### src/rtl/pwm_edge_pkg.sv
package pwm_edge_pkg;
    parameter int PT_W = 8;

    typedef enum logic {
        ST_OFF = 1'b0,
        ST_RUN = 1'b1
    } run_state_t;

    typedef struct packed {
        logic [PT_W-1:0] period;
        logic [PT_W-1:0] rise;
        logic [PT_W-1:0] fall;
    } edge_cfg_t;
endpackage

### src/rtl/pwm_prescaler.sv
module pwm_prescaler #(
    parameter int EXP_W = 4,
    parameter int LIN_W = 8
) (
    input  logic             clk,
    input  logic             rst_n,
    input  logic             run,
    input  logic [EXP_W-1:0] div_exp,
    input  logic [LIN_W-1:0] div_lin,
    output logic             tick
);
    localparam int EXP_CNT_W = (1 << EXP_W) - 1;

    logic [EXP_CNT_W-1:0] exp_cnt;
    logic [EXP_CNT_W-1:0] exp_mask;
    logic [LIN_W-1:0]     lin_cnt;
    logic                 exp_tick;

    // mask = 2^div_exp - 1, one bit per generated comparator
    for (genvar i = 0; i < EXP_CNT_W; i++) begin : g_mask
        assign exp_mask[i] = (EXP_W'(i) < div_exp);
    end

    assign exp_tick = run && (exp_cnt == exp_mask);
    assign tick     = exp_tick && (lin_cnt == div_lin);

    always_ff @(posedge clk or negedge rst_n) begin
        if (!rst_n) begin
            exp_cnt <= '0;
            lin_cnt <= '0;
        end else if (!run) begin
            exp_cnt <= '0;
            lin_cnt <= '0;
        end else begin
            exp_cnt <= exp_tick ? '0 : exp_cnt + 1'b1;
            if (exp_tick)
                lin_cnt <= (lin_cnt == div_lin) ? '0 : lin_cnt + 1'b1;
        end
    end

    // the linear stage only moves on an exponential-stage tick
    a_r2_lin_hold: assert property (@(posedge clk) disable iff (!rst_n)
        (run && !exp_tick) |=> $stable(lin_cnt));

    // a stopped prescaler is cleared
    a_r6_presc_clear: assert property (@(posedge clk) disable iff (!rst_n)
        !run |=> (exp_cnt == '0 && lin_cnt == '0));
endmodule

### src/rtl/pwm_period_core.sv
module pwm_period_core
    import pwm_edge_pkg::*;
(
    input  logic            clk,
    input  logic            rst_n,
    input  logic            run,
    input  logic            tick,
    input  logic            sync_off,
    input  edge_cfg_t       cfg,
    output logic            wave
);
    localparam logic [PT_W-1:0] PT_MAX = '1;

    edge_cfg_t       shadow;
    edge_cfg_t       act;
    logic [PT_W-1:0] cnt_q;
    logic            wrap;

    assign act  = sync_off ? cfg : shadow;
    assign wrap = tick && (cnt_q >= act.period);

    always_ff @(posedge clk or negedge rst_n) begin
        if (!rst_n) begin
            cnt_q  <= '0;
            shadow <= '0;
        end else begin
            if (!run)
                cnt_q <= '0;
            else if (tick)
                cnt_q <= wrap ? '0 : cnt_q + 1'b1;
            if (sync_off || !run || wrap)
                shadow <= cfg;
        end
    end

    always_comb begin
        if (act.rise == act.fall)
            wave = 1'b0;
        else if (act.rise < act.fall)
            wave = (cnt_q >= act.rise) && ((cnt_q < act.fall) || (act.fall == PT_MAX));
        else
            wave = (cnt_q >= act.rise) || (cnt_q < act.fall);
    end

    // a wrap returns the counter to zero
    a_r3_wrap_zero: assert property (@(posedge clk) disable iff (!rst_n)
        (run && wrap) |=> (cnt_q == '0));

    // between ticks the counter holds
    a_r3_hold: assert property (@(posedge clk) disable iff (!rst_n)
        (run && !tick) |=> $stable(cnt_q));

    // stopping clears the counter
    a_r6_cnt_clear: assert property (@(posedge clk) disable iff (!rst_n)
        !run |=> (cnt_q == '0));

    // deferred values stay put until the boundary
    a_r9_shadow_hold: assert property (@(posedge clk) disable iff (!rst_n)
        (run && !sync_off && !wrap) |=> $stable(shadow));
endmodule

### src/rtl/pwm_pin_stage.sv
module pwm_pin_stage (
    input  logic clk,
    input  logic rst_n,
    input  logic run,
    input  logic wave,
    input  logic invert,
    input  logic open_drain,
    input  logic idle_level,
    output logic pin_o,
    output logic oe_n_o
);
    logic pin_val;

    assign pin_val = run ? (wave ^ invert) : idle_level;

    always_ff @(posedge clk or negedge rst_n) begin
        if (!rst_n) begin
            pin_o  <= 1'b0;
            oe_n_o <= 1'b1;
        end else begin
            pin_o  <= open_drain ? 1'b0 : pin_val;
            oe_n_o <= open_drain ? pin_val : 1'b0;
        end
    end

    // open-drain never drives a high value
    a_r8_od_low: assert property (@(posedge clk) disable iff (!rst_n)
        open_drain |=> !pin_o);

    // push-pull keeps the enable asserted
    a_r8_pp_enabled: assert property (@(posedge clk) disable iff (!rst_n)
        !open_drain |=> !oe_n_o);

    // idle level shows when stopped in push-pull
    a_r6_idle: assert property (@(posedge clk) disable iff (!rst_n)
        (!run && !open_drain) |=> (pin_o == $past(idle_level)));
endmodule

### src/rtl/pwm_edge_gen.sv
module pwm_edge_gen
    import pwm_edge_pkg::*;
#(
    parameter int EXP_W = 4,
    parameter int LIN_W = 8
) (
    input  logic             clk,
    input  logic             rst_n,
    input  logic             cfg_clk_en,
    input  logic             cfg_pin_en,
    input  logic [EXP_W-1:0] cfg_div_exp,
    input  logic [LIN_W-1:0] cfg_div_lin,
    input  logic             cfg_invert,
    input  logic             cfg_open_drain,
    input  logic             cfg_idle_level,
    input  logic             cfg_sync_off,
    input  logic [PT_W-1:0]  cfg_period,
    input  logic [PT_W-1:0]  cfg_rise,
    input  logic [PT_W-1:0]  cfg_fall,
    output logic             pwm_o,
    output logic             pwm_oe_n
);
    run_state_t state, state_nx;
    logic       enable;
    logic       run;
    logic       tick;
    logic       wave;
    edge_cfg_t  cfg;

    assign enable = cfg_clk_en && cfg_pin_en;
    assign cfg    = '{period: cfg_period, rise: cfg_rise, fall: cfg_fall};

    always_ff @(posedge clk or negedge rst_n) begin
        if (!rst_n) state <= ST_OFF;
        else        state <= state_nx;
    end

    always_comb begin
        state_nx = state;
        run      = 1'b0;
        unique case (state)
            ST_OFF: begin
                if (enable) state_nx = ST_RUN;
            end
            ST_RUN: begin
                run = enable;
                if (!enable) state_nx = ST_OFF;
            end
        endcase
    end

    pwm_prescaler #(.EXP_W(EXP_W), .LIN_W(LIN_W)) u_presc (
        .clk     (clk),
        .rst_n   (rst_n),
        .run     (run),
        .div_exp (cfg_div_exp),
        .div_lin (cfg_div_lin),
        .tick    (tick)
    );

    pwm_period_core u_core (
        .clk      (clk),
        .rst_n    (rst_n),
        .run      (run),
        .tick     (tick),
        .sync_off (cfg_sync_off),
        .cfg      (cfg),
        .wave     (wave)
    );

    pwm_pin_stage u_pin (
        .clk        (clk),
        .rst_n      (rst_n),
        .run        (run),
        .wave       (wave),
        .invert     (cfg_invert),
        .open_drain (cfg_open_drain),
        .idle_level (cfg_idle_level),
        .pin_o      (pwm_o),
        .oe_n_o     (pwm_oe_n)
    );

    // no tick outside the running condition
    a_r6_no_tick_idle: assert property (@(posedge clk) disable iff (!rst_n)
        (state == ST_OFF) |-> !tick);

    // a disable always leads to the off state
    a_r6_stop: assert property (@(posedge clk) disable iff (!rst_n)
        !enable |=> (state == ST_OFF));
endmodule

### config.mk
export PLATFORM = sky130hd
export DESIGN_NAME = pwm_edge_gen
export DESIGN_NICKNAME = d
export VERILOG_FILES = /design/src/rtl/pwm_edge_pkg.sv /design/src/rtl/pwm_prescaler.sv /design/src/rtl/pwm_period_core.sv /design/src/rtl/pwm_pin_stage.sv /design/src/rtl/pwm_edge_gen.sv
export SDC_FILE = /design/constraint.sdc
export NUM_CORES = 1
export LEC_CHECK = 0
export ABC_AREA = 0
export BUFFER_PORTS_ARGS = -buffer_cell sky130_fd_sc_hd__buf_4
export CORE_ASPECT_RATIO = 1.75
export CORE_MARGIN = 4
export CORE_UTILIZATION = 50
export CTS_CLUSTER_SIZE = 12
export DETAILED_ROUTE_END_ITERATION = 8
export PLACE_DENSITY_LB_ADDON = 0.25
export SKIP_CTS_REPAIR_TIMING = 1
export SYNTH_ARGS = -nofsm -noshare
export SYNTH_HDL_FRONTEND = slang
export SYNTH_HIERARCHICAL = 1
export SYNTH_SLANG_ARGS = --single-unit
### constraint.sdc
create_clock -name clk -period 3.5 [get_ports clk]
set_input_delay 0.7 -clock clk [delete_from_list [all_inputs] [get_ports clk]]
set_output_delay 0.7 -clock clk [all_outputs]
set_load 0.02 [all_outputs]
==> metrics <==
Num CTS Buffers 9; Min Hold Slack 435 ps; Hold Vio Cnt, Final 0; Max Slew Vio Count 0; clk slew on worst S/H paths 50 ps; clk_lat worst skew 340 ps; Pleak 2.19 nW; Final Skew 7.71 ps; r2r worst-path depth 11; final worst-path cycle share 85.4%; fillers 702; Final setup viols 0; fin util 60.7%; Final ANT Viol Nets 0; status completed; Arrival @ worst endpoint 3200 ps; initial core utilization 51.1%; crit path time final 2990 ps; 1st-iter DRT viols 112; Worst-Margin Slew 740 ps; Avg Inst Size Synth 9.18 µm²; RSZ-0062 raised after global routing no; first-pass GRT wire length 15.7 mm; reg2reg setup slack 510 ps; Mapped Nets 515; CP required 3720 ps; total number of vias 3369; Root Driver clkbuf_16; Site Rows 43; quantity of I/O buffers inserted on ports 45; ys flop type dfrtp_1; antenna violations before repair 0; Die Ht 126 µm; Worst Hold Class input pin to asynchronous set/reset pin; most common cell after layout, fill and taps aside dfrtp_1; clk sinks 58; sequential area share after synthesis 36.2%; Clock Tree Buf Depth 2; vias in the first global route 3435; Area Growth Syn to Fin 18.8%; Post-Syn Instances 437; Max-slew headroom 50.7%; CTS tree done; asr flop ratio synth 100%; pin count of the biggest net entering global routing 59; # nets final 562; crit-path max FO 6; VDD IR-drop max 0.336 mV; Setup crit start kind flip-flop; Pwr Density 408 mW/mm²; diodes inserted 0; Die X 75.7 µm; core area 0.00786 mm²; most frequent cells in the layout dfrtp_1, buf_4, nor2_1; Fmax 335 MHz; max-cap violation count 0; First-pass DRT Iterations 5; share of layout cells above drive strength 1 17.4%; drt via density 5.82; Crit Path Class flip-flop to flip-flop; GP Congestion 0.857; post-synth cell types 60; drt total wl 9.43 mm; total global routing overflow 0; dpl hpwl 7.08 mm; R2R Path End u_core/shadow[1]; setup_tns 0 ps; YS warnings 6; Routed WL per cell 16.3 µm; Post-synth EDFFs 0; Crit. End Element flip-flop; Yosys reg bits 58; Reg2Reg Launch Point u_presc/exp_cnt[12]; Post-route DRC 0; I/O pin count 46; Netlist Area Pre-Place 0.00401 mm²; gr usage total 21.5%; H-tree levels 3; full die area 0.00957 mm²
==> per-layer routing <==
metal	GRT usage [%]	routed length [µm]	vias to the layer above
li1	-	-	1679
met1	23.6	3680	1596
met2	36.8	5030	71
met3	5.55	392	23
met4	11.0	315	0
met5	0	0	-
==> worst max path at each step <==
stage / start / endpoint / slack, ps / cells past startpoint
2_1_floorplan: cfg_sync_off / u_pin/pin_o / 120 / 14
3_3_place_gp: cfg_div_exp[0] / u_core/shadow[3] / 300 / 12
3_5_place_dp: cfg_sync_off / u_pin/pin_o / 150 / 14
4_1_cts: cfg_sync_off / u_pin/pin_o / 500 / 14
5_1_grt: cfg_sync_off / u_pin/pin_o / 110 / 14
6_report: u_presc/exp_cnt[12] / u_core/shadow[1] / 510 / 11
==> layout make-up <==
class | count | area, µm² | share of cell area, %
Multi-Input combinational cell | 332 | 2340 | 49.2
Sequential cell | 58 | 1450 | 30.5
Timing Repair Buffer | 55 | 413 | 8.67
Clock buffer | 12 | 267 | 5.59
Tap cell | 90 | 113 | 2.36
Inverter | 28 | 105 | 2.21
Clock inverter | 4 | 72.6 | 1.52
==> sequential cells by signal, summed over array words and instances, names as in the netlist <==
signal / cells
u_core/shadow: 24
u_pin/pin_o: 1
u_presc/lin_cnt: 8
u_presc/exp_cnt: 15
u_core/cnt_q: 8
u_pin/oe_n_o: 1
state: 1
==> logic make-up (layout without fill, tap and decap cells) <==
family	count (synthesis)	after routing	share of synthesized area (%)
adder cells (fa/ha/maj)	34	34	10.6
XOR/XNOR	29	29	6.33
flip-flops	58	58	36.2
AO/OA/AOI/OAI	115	115	20.3
AND/OR/NAND/NOR	148	148	19.6
multiplexers	6	6	1.59
buffers and inverters	47	99	5.37
==> synthesized netlist by cell type (2+ instances only) <==
cell,n,share of area [%]
a2111oi_0,2,0.44
a211o_1,2,0.44
a211oi_1,3,0.56
a21o_1,3,0.56
a21oi_1,38,4.7
a21oi_2,2,0.44
a22o_1,22,4.8
a41o_1,4,1.0
and2_1,2,0.31
and2b_1,2,0.37
and3_1,9,1.4
buf_2,10,1.2
buf_6,3,0.84
clkbuf_1,5,0.47
dfrtp_1,57,36
ha_1,34,11
inv_1,28,2.6
mux2_1,3,0.84
mux2i_1,3,0.75
nand2_1,19,1.8
nand2b_1,7,1.1
nand3_1,15,1.9
nand4_1,11,1.7
nor2_1,41,3.8
nor2b_1,21,3.3
nor3_1,5,0.62
nor4_1,5,0.78
o211ai_1,3,0.56
o21ai_0,10,1.2
o21ai_1,3,0.37
o22ai_1,3,0.47
o311a_1,4,1.0
o311ai_1,2,0.44
or4_1,3,0.56
xnor2_1,22,4.8
xor2_1,7,1.5
==> power breakdown <==
group / internal [mW] / switching [mW]
Clock: 0.679 / 0.310
Combinational: 0.119 / 0.135
Sequential: 0.694 / 0.00831
Total: 1.49 / 0.454
==> critical path, cell delays in order, from the launching register on <==
cell and delay [ps]:
dfrtp_1 470, nor4_2 300, nor2_1 90, a2111oi_2 370
nand4_1 210, nor4_1 330, nand2b_1 280, nand2_1 80
o2bb2ai_1 180, a21oi_2 60, nand2b_2 160, mux2_1 340
==> stage by stage <==
| step | area [µm²] | std cells | power (mW) | setup WS, ps |
|---|---|---|---|---|
| final | 4760 | 579 | 1.95 | 511 |
| after floorplan | 4010 | 437 | 0.872 | 123 |
| after global placement | 4430 | 563 | 0.964 | 303 |
| after CTS | 4760 | 579 | 1.97 | 501 |
| after detailed placement | 4430 | 563 | 0.969 | 149 |
| after global routing | 4760 | 579 | 2.03 | 106 |
Note: power is estimated with default switching activity, not from simulation.
